File: src/rtl/bpp_pkg.sv
package bpp_pkg;
  localparam int PTR_W        = 16;
  localparam int SRC_BIT      = 15;
  localparam int STEP_BIT     = 14;
  localparam logic [7:0] HI_RD_MASK = 8'hF7;

  localparam logic [3:0] OFS_PTR_LO = 4'h6;
  localparam logic [3:0] OFS_PTR_HI = 4'h7;

  function automatic logic is_window(input logic [3:0] ofs);
    return ofs[3:2] == 2'b10;
  endfunction

  typedef enum logic [1:0] {
    RD_ZERO   = 2'd0,
    RD_PTR_LO = 2'd1,
    RD_PTR_HI = 2'd2,
    RD_MEM    = 2'd3
  } rd_src_e;
endpackage

File: src/rtl/bpp_pointer.sv
module bpp_pointer
  import bpp_pkg::*;
#(
  parameter int OFS_W = 11
) (
  input  logic             clk_i,
  input  logic             rst_ni,
  input  logic             wr_lo_i,
  input  logic             wr_hi_i,
  input  logic [7:0]       wdata_i,
  input  logic             step_i,
  output logic [PTR_W-1:0] ptr_o
);
  logic [PTR_W-1:0] ptr_q, ptr_d;
  logic [OFS_W-1:0] ofs_next;

  assign ofs_next = ptr_q[OFS_W-1:0] + {{(OFS_W-1){1'b0}}, 1'b1};

  always_comb begin
    ptr_d = ptr_q;
    if (wr_lo_i) begin
      ptr_d[7:0] = wdata_i;
    end else if (wr_hi_i) begin
      ptr_d[15:8] = wdata_i;
    end else if (step_i) begin
      // upper bits keep their value, offset wraps inside the page
      ptr_d[OFS_W-1:0] = ofs_next;
    end
  end

  always_ff @(posedge clk_i or negedge rst_ni) begin
    if (!rst_ni) ptr_q <= '0;
    else         ptr_q <= ptr_d;
  end

  assign ptr_o = ptr_q;
endmodule

File: src/rtl/bpp_addr_gen.sv
module bpp_addr_gen #(
  parameter int OFS_W  = 11,
  parameter int PAGE_W = 2
) (
  input  logic [OFS_W-1:0]        ofs_i,
  input  logic                    src_rx_i,
  input  logic                    step_i,
  input  logic [1:0]              lane_i,
  input  logic [PAGE_W-1:0]       rx_head_page_i,
  input  logic [PAGE_W-1:0]       pkt_num_i,
  output logic [PAGE_W+OFS_W-1:0] addr_o
);
  logic [PAGE_W-1:0] page;
  logic [OFS_W-1:0]  lane_ext;
  logic [OFS_W-1:0]  byte_ofs;

  assign page     = src_rx_i ? rx_head_page_i : pkt_num_i;
  assign lane_ext = {{(OFS_W-2){1'b0}}, lane_i};
  // sum truncated to OFS_W: overflow wraps within the page
  assign byte_ofs = step_i ? ofs_i : ofs_i + lane_ext;
  assign addr_o   = {page, byte_ofs};
endmodule

File: src/rtl/bpp_rd_path.sv
module bpp_rd_path
  import bpp_pkg::*;
(
  input  logic       clk_i,
  input  logic       rst_ni,
  input  logic       rd_en_i,
  input  rd_src_e    src_i,
  input  logic [7:0] ptr_lo_i,
  input  logic [7:0] ptr_hi_i,
  input  logic [7:0] mem_rdata_i,
  output logic [7:0] rdata_o
);
  logic [7:0] rd_d, rd_q;

  always_comb begin
    unique case (src_i)
      RD_PTR_LO: rd_d = ptr_lo_i;
      RD_PTR_HI: rd_d = ptr_hi_i & HI_RD_MASK;
      RD_MEM:    rd_d = mem_rdata_i;
      default:   rd_d = 8'h00;
    endcase
  end

  always_ff @(posedge clk_i or negedge rst_ni) begin
    if (!rst_ni)      rd_q <= 8'h00;
    else if (rd_en_i) rd_q <= rd_d;
  end

  assign rdata_o = rd_q;
endmodule

File: src/rtl/buf_ptr_port.sv
module buf_ptr_port
  import bpp_pkg::*;
#(
  parameter int PAGE_BYTES = 2048,
  parameter int NUM_PAGES  = 4,
  localparam int OFS_W  = $clog2(PAGE_BYTES),
  localparam int PAGE_W = $clog2(NUM_PAGES),
  localparam int ADDR_W = PAGE_W + OFS_W
) (
  input  logic              clk_i,
  input  logic              rst_ni,
  input  logic              acc_valid_i,
  input  logic              acc_write_i,
  input  logic [3:0]        acc_reg_i,
  input  logic [7:0]        acc_wdata_i,
  output logic [7:0]        rdata_o,
  input  logic [PAGE_W-1:0] rx_head_page_i,
  input  logic [PAGE_W-1:0] pkt_num_i,
  output logic [ADDR_W-1:0] mem_addr_o,
  output logic              mem_we_o,
  output logic [7:0]        mem_wdata_o,
  input  logic [7:0]        mem_rdata_i
);
  logic [PTR_W-1:0] ptr_q;
  logic             win_acc, wr_lo, wr_hi, step, rd_en;
  rd_src_e          rd_src;

  assign win_acc = acc_valid_i && is_window(acc_reg_i);
  assign wr_lo   = acc_valid_i && acc_write_i && (acc_reg_i == OFS_PTR_LO);
  assign wr_hi   = acc_valid_i && acc_write_i && (acc_reg_i == OFS_PTR_HI);
  assign step    = win_acc && ptr_q[STEP_BIT];
  assign rd_en   = acc_valid_i && !acc_write_i;

  always_comb begin
    if (is_window(acc_reg_i))          rd_src = RD_MEM;
    else if (acc_reg_i == OFS_PTR_LO)  rd_src = RD_PTR_LO;
    else if (acc_reg_i == OFS_PTR_HI)  rd_src = RD_PTR_HI;
    else                               rd_src = RD_ZERO;
  end

  bpp_pointer #(.OFS_W(OFS_W)) i_pointer (
    .clk_i   (clk_i),
    .rst_ni  (rst_ni),
    .wr_lo_i (wr_lo),
    .wr_hi_i (wr_hi),
    .wdata_i (acc_wdata_i),
    .step_i  (step),
    .ptr_o   (ptr_q)
  );

  bpp_addr_gen #(.OFS_W(OFS_W), .PAGE_W(PAGE_W)) i_addr_gen (
    .ofs_i          (ptr_q[OFS_W-1:0]),
    .src_rx_i       (ptr_q[SRC_BIT]),
    .step_i         (ptr_q[STEP_BIT]),
    .lane_i         (acc_reg_i[1:0]),
    .rx_head_page_i (rx_head_page_i),
    .pkt_num_i      (pkt_num_i),
    .addr_o         (mem_addr_o)
  );

  bpp_rd_path i_rd_path (
    .clk_i       (clk_i),
    .rst_ni      (rst_ni),
    .rd_en_i     (rd_en),
    .src_i       (rd_src),
    .ptr_lo_i    (ptr_q[7:0]),
    .ptr_hi_i    (ptr_q[15:8]),
    .mem_rdata_i (mem_rdata_i),
    .rdata_o     (rdata_o)
  );

  assign mem_we_o    = win_acc && acc_write_i;
  assign mem_wdata_o = acc_wdata_i;
endmodule

File: config.mk
export PLATFORM = sky130hd
export DESIGN_NAME = buf_ptr_port
export DESIGN_NICKNAME = d
export VERILOG_FILES = /design/src/rtl/bpp_pkg.sv /design/src/rtl/bpp_pointer.sv /design/src/rtl/bpp_addr_gen.sv /design/src/rtl/bpp_rd_path.sv /design/src/rtl/buf_ptr_port.sv
export SDC_FILE = /design/constraint.sdc
export NUM_CORES = 1
export LEC_CHECK = 0
export CORE_MARGIN = 1.5
export CORE_UTILIZATION = 40
export DETAILED_ROUTE_END_ITERATION = 8
export HOLD_SLACK_MARGIN = 0.15
export PLACE_DENSITY = 0.7
export SLEW_MARGIN = 25
export SYNTH_ARGS = -nofsm -noshare
export SYNTH_HDL_FRONTEND = slang
export SYNTH_HIERARCHICAL = 1
export SYNTH_SLANG_ARGS = --single-unit
File: constraint.sdc
create_clock -name clk_i -period 2.05 [get_ports clk_i]
set_input_delay 0.205 -clock clk_i [delete_from_list [all_inputs] [get_ports clk_i]]
set_output_delay 0.205 -clock clk_i [all_outputs]
set_load 0.05 [all_outputs]
Yosys cells after proc, flatten, opt, wreduce, memory -nomap -nowiden
Cells that the tools add are included.
{ "word_totals": {"input_bits": 28, "wordCells": 37, "regBits": 24} }
{ "op_classes": {"n_reduce_logical": 13, "muxes": 10, "bitwise": 1, "addsub": 2, "n_eq_ne": 7} }
{ "ops": {"columns": ["cell", "n"], "rows": [
  ["8-bit case mux with 3 select lines", 1],
  ["11-bit two-way mux", 2],
  ["8-bit two-way mux", 2],
  ["11-bit by 1-bit adder with 11-bit output, second input constant", 1],
  ["11-bit by 2-bit adder with 11-bit output", 1],
  ["4-bit by 3-bit == test with 1-bit output, second input constant", 2],
  ["2-bit two-way mux", 4],
  ["1-bit logical AND", 7],
  ["2-bit == test, second input constant", 3],
  ["2-bit AND reduction", 3],
  ["2-bit nonzero test", 2],
  ["3-bit two-way mux", 1],
  ["2-bit by 1-bit == test with 1-bit output, second input constant", 1],
  ["2-bit by 1-bit inequality test with 1-bit output, second input constant", 1],
  ["1-bit zero test", 1],
  ["1-bit inverter", 1]
]} }

Longest topological paths before layout
{ "depth": {"ltp_word": 6, "ltp_mapped": 6} }

Cells and area by module
Netlist, hierarchy kept.
{ "by_module_without_submodules": {"columns": ["mod", "seq_area_each_um2", "area_per_inst_um2", "instances", "cells_per_inst"], "rows": [
  ["bpp_pointer", 400.4, 925.9, 1, 90],
  ["bpp_rd_path", 200.2, 490.5, 1, 45],
  ["bpp_addr_gen", 0.0, 320.3, 1, 36],
  ["buf_ptr_port", 0.0, 131.4, 1, 20]
]} }

Worst setup path after synthesis
No wires, ideal clock.
{ "synth_path": {"path_type": "flip-flop to output port", "startpoint": "register i_pointer.ptr_q[0], in the netlist i_pointer/ptr_o[0]", "endpoint": "output port mem_addr_o[8]", "stages_incl_launch_ff": 7, "t_arrival_ns": 2.290, "path_buffers": 0, "path_slack_ns": -0.445, "required_ns": 1.845, "path_cell_list": "dfrtp_1 > ha_1 > inv_1 > fa_1 > nor2_4 > nand4_1 > xnor2_1"} }
{ "synth_via": {"elab_chain_len": 2} }
{ "synth_rtl": {"columns": ["item", "line", "rtl"], "rows": [
  ["start: declaration", "bpp_pointer.sv:14", "logic [PTR_W-1:0] ptr_q, ptr_d;"],
  ["start signal: assignment", "bpp_pointer.sv:33", "else ptr_q <= ptr_d;"],
  ["11-bit by 2-bit adder with 11-bit output", "bpp_addr_gen.sv:20", "assign byte_ofs = step_i ? ofs_i : ofs_i + lane_ext;"],
  ["11-bit two-way mux", "bpp_addr_gen.sv:20", null],
  ["end: declaration", "buf_ptr_port.sv:19", "output logic [ADDR_W-1:0] mem_addr_o,"]
]} }
Every way passes these cells.

Worst setup path after layout
{ "layout_path": {"startpoint": "register i_pointer.ptr_q[0], in the netlist i_pointer/ptr_o[0]", "endpoint": "output port mem_addr_o[4]"} }
Same word-level chain as after synthesis.

==> impl_metrics.tcl <==
set metrics [dict create \
    status "finished with violations" \
    violations "negative setup slack" \
    yosys_warnings 6 \
    grt_pass1_vias 1639 \
    grt_pass1_wl_microns 7907 \
    antenna_cells 0 \
    syn_area_per_cell_sq_um 9.692 \
    cts_tree "done" \
    die_x_microns 70.67 \
    cts_sinks 23 \
    setup_viol 5 \
    intPower_mw 1.465 \
    dp.cells 307 \
    grt_busiest_layer "met2" \
    vdd_ir_drop_max_uv 496.1 \
    path_max_fanout 3 \
    overflow 0 \
    numCtsBuffers 3 \
    final_antenna_net_count 0 \
    dr_total_vias 1694 \
    drive_gt1_share_pct 36.26 \
    combPwrFrac_pct 63.3 \
    hold_viol 0 \
    total_power_mw 2.690 \
    stdcell_count 314 \
    routed_wl_microns 4743 \
    syn_area_sq_um 1832 \
    hold_path_class "input pin to async pin" \
    cp-end-kind "primary output" \
    use_met3_pct 2.991 \
    vias_per_cell 5.395 \
    cp.arrival_ns 1.94 \
    area_growth_pct 55.74 \
    reg2reg_to "i_pointer/ptr_o[9]$_DFFE_PN0P_" \
    path_clk_slew_ns 0.08 \
    rsz0062_at_grt "yes" \
    port_buffers 57 \
    dr.first_iter.drc_count 93 \
    grt_usage_pct 19.68 \
    slew_headroom_pct 66.74 \
    core_area_sq_um 4384 \
    worstMarginPinSlew_ns 0.4974 \
    cts_buffer_depth 2 \
    antenna_found_initial 0 \
    gr-usage-met2_pct 33.12 \
    postCtsHoldBufs 0 \
    crit_path_end "mem_addr_o[4]" \
    path_class "flip-flop to primary output" \
    syn_nets 221 \
    finalCriticalPeriod_ns 2.145 \
    reg2reg_depth 4 \
    p_leak_nw 1.168 \
    period_share_pct 104.6 \
    fin_nets 295 \
    clk_root_buffer_cell "clkbuf_8" \
    routedWlPerCell_microns 15.11 \
    fin_util_pct 65.07 \
    syn-instance-count 189 \
    drc 0 \
    swShare_pct 45.55 \
    dp_hpwl_microns 3726 \
    die_height_microns 70.67 \
    fmaxAchievable_mhz 466.2 \
    drv_slew 0 \
    htree_levels 1 \
    gp_congestion 0.8273 \
    timing.rr.start "i_pointer/ptr_o[2]$_DFFE_PN0P_" \
    pwr-share-seq_pct 26.0 \
    rows 24 \
    crit_start "i_pointer/ptr_o[0]$_DFFE_PN0P_" \
    reg2reg_setup_slack_ns 0.43 \
    grt_max_degree 24 \
    skew_ns 0.006477 \
    p_clk_share_pct 10.7 \
    dieArea_sq_um 4994 \
    setup_tns_ns -0.3544 \
    ios 58 \
    worstPathRequired_ns 1.85 \
    grtUsageMet1_pct 27.03 \
    placed_area_sq_um 2731 \
    fin_area_sq_um 2853 \
    timing.final.ws_setup_ns -0.09504 \
    start_kind "flip-flop" \
    start_util_pct 41.78 \
    p_switching_mw 1.225 \
    first_pass_iters 4 \
    pwr_density_cell_nw_per_um2 943.0 \
    maxCapViolCount 0 \
    clk_latency_ns 0.27 \
]
## cells in the final DEF (no fill, tap or decap), types with 2 or more instances in the layout
| cell type | count |
|---|---|
| mux2_2 | 7 |
| or3b_2 | 2 |
| xnor2_1 | 2 |
| nand2b_1 | 2 |
| or4_1 | 5 |
| clkdlybuf4s50_1 | 33 |
| dlygate4sd2_1 | 2 |
| nand2_1 | 13 |
| nand3b_1 | 2 |
| xor2_2 | 6 |
| nor2_1 | 7 |
| ha_1 | 2 |
| clkbuf_8 | 3 |
| o21ai_0 | 5 |
| buf_12 | 12 |
| nand3_1 | 6 |
| o211ai_1 | 4 |
| o221ai_1 | 7 |
| nand4b_1 | 8 |
| nor3_1 | 2 |
| dfrtp_2 | 3 |
| nor2b_1 | 2 |
| inv_1 | 14 |
| o31ai_1 | 2 |
| dfrtp_1 | 20 |
| mux2i_1 | 10 |
| buf_4 | 38 |
| nor3_2 | 2 |
| nand4_1 | 5 |
| xnor2_4 | 2 |
| nor4_4 | 2 |
## area by class of cell
| type | instances | area (sq um) |
|---|---|---|
| Fill cell | 358 | 1531 |
| Sequential cell | 23 | 579.3 |
| Inverter | 15 | 56.30 |
| Multi-Input combinational cell | 134 | 1222 |
| Clock buffer | 4 | 45.04 |
| Tap cell | 52 | 65.06 |
| Timing Repair Buffer | 86 | 884.6 |
## how the worst min path moves through the flow
stage	startpoint	cells past startpoint	endpoint
final	rst_ni	2	i_pointer/ptr_o[4]$_DFFE_PN0P_
after global routing	rst_ni	2	i_pointer/ptr_o[4]$_DFFE_PN0P_
after CTS	rst_ni	2	i_pointer/ptr_o[1]$_DFFE_PN0P_
after detailed placement	i_pointer/ptr_o[13]$_DFFE_PN0N_	1	i_pointer/ptr_o[13]$_DFFE_PN0N_
after global placement	i_pointer/ptr_o[12]$_DFFE_PN0N_	1	i_pointer/ptr_o[12]$_DFFE_PN0N_
after floorplan	rst_ni	0	i_pointer/ptr_o[0]$_DFFE_PN0P_
## through the flow
stage | setup WS [ns] | hold slack [ns]
after CTS | -0.1061 | 0.2930
after global routing | -0.1428 | 0.3115
after global placement | -0.2404 | 0.5085
after detailed placement | -0.2714 | 0.5210
final | -0.09504 | 0.2837
after floorplan | -0.05195 | -0.09059
## critical path, stage by stage (launching register included)
cell	delay (ns)
dfrtp_2	0.39
ha_4	0.13
inv_2	0.03
fa_2	0.35
nor2_4	0.09
buf_4	0.12
and3_4	0.19
xor2_2	0.19
buf_12	0.16
## routing by layer
metal,wire (microns),share of wire (%),vias to the layer above
met5,0,0,-
met4,48,1.0,0
met3,229,4.8,4
met2,2287,48,39
met1,2177,46,819
li1,-,-,832
## registers in the layout, summed over array words and instances, names as in the netlist
register	count
i_pointer/ptr_o	15
i_rd_path/rdata_o	8
## power groups by stage
stage	sequential (mW)	clock [mW]	combinational [mW]
2_1_floorplan	0.796	0	0.830
3_3_place_gp	0.701	0	1.63
3_5_place_dp	0.705	0	1.65
4_1_cts	0.695	0.287	1.67
5_1_grt	0.712	0.313	1.80
6_report	0.700	0.287	1.70
## repair_timing
item | CTS | global route
setup endpoints to repair | 7 | 8
hold endpoints to repair | 0 | 0
resized for setup | 6 | 8
buffers inserted | 2 | 1
pin swaps | 8 | 11
No activity file was read; power rests on OpenSTA's default activity.
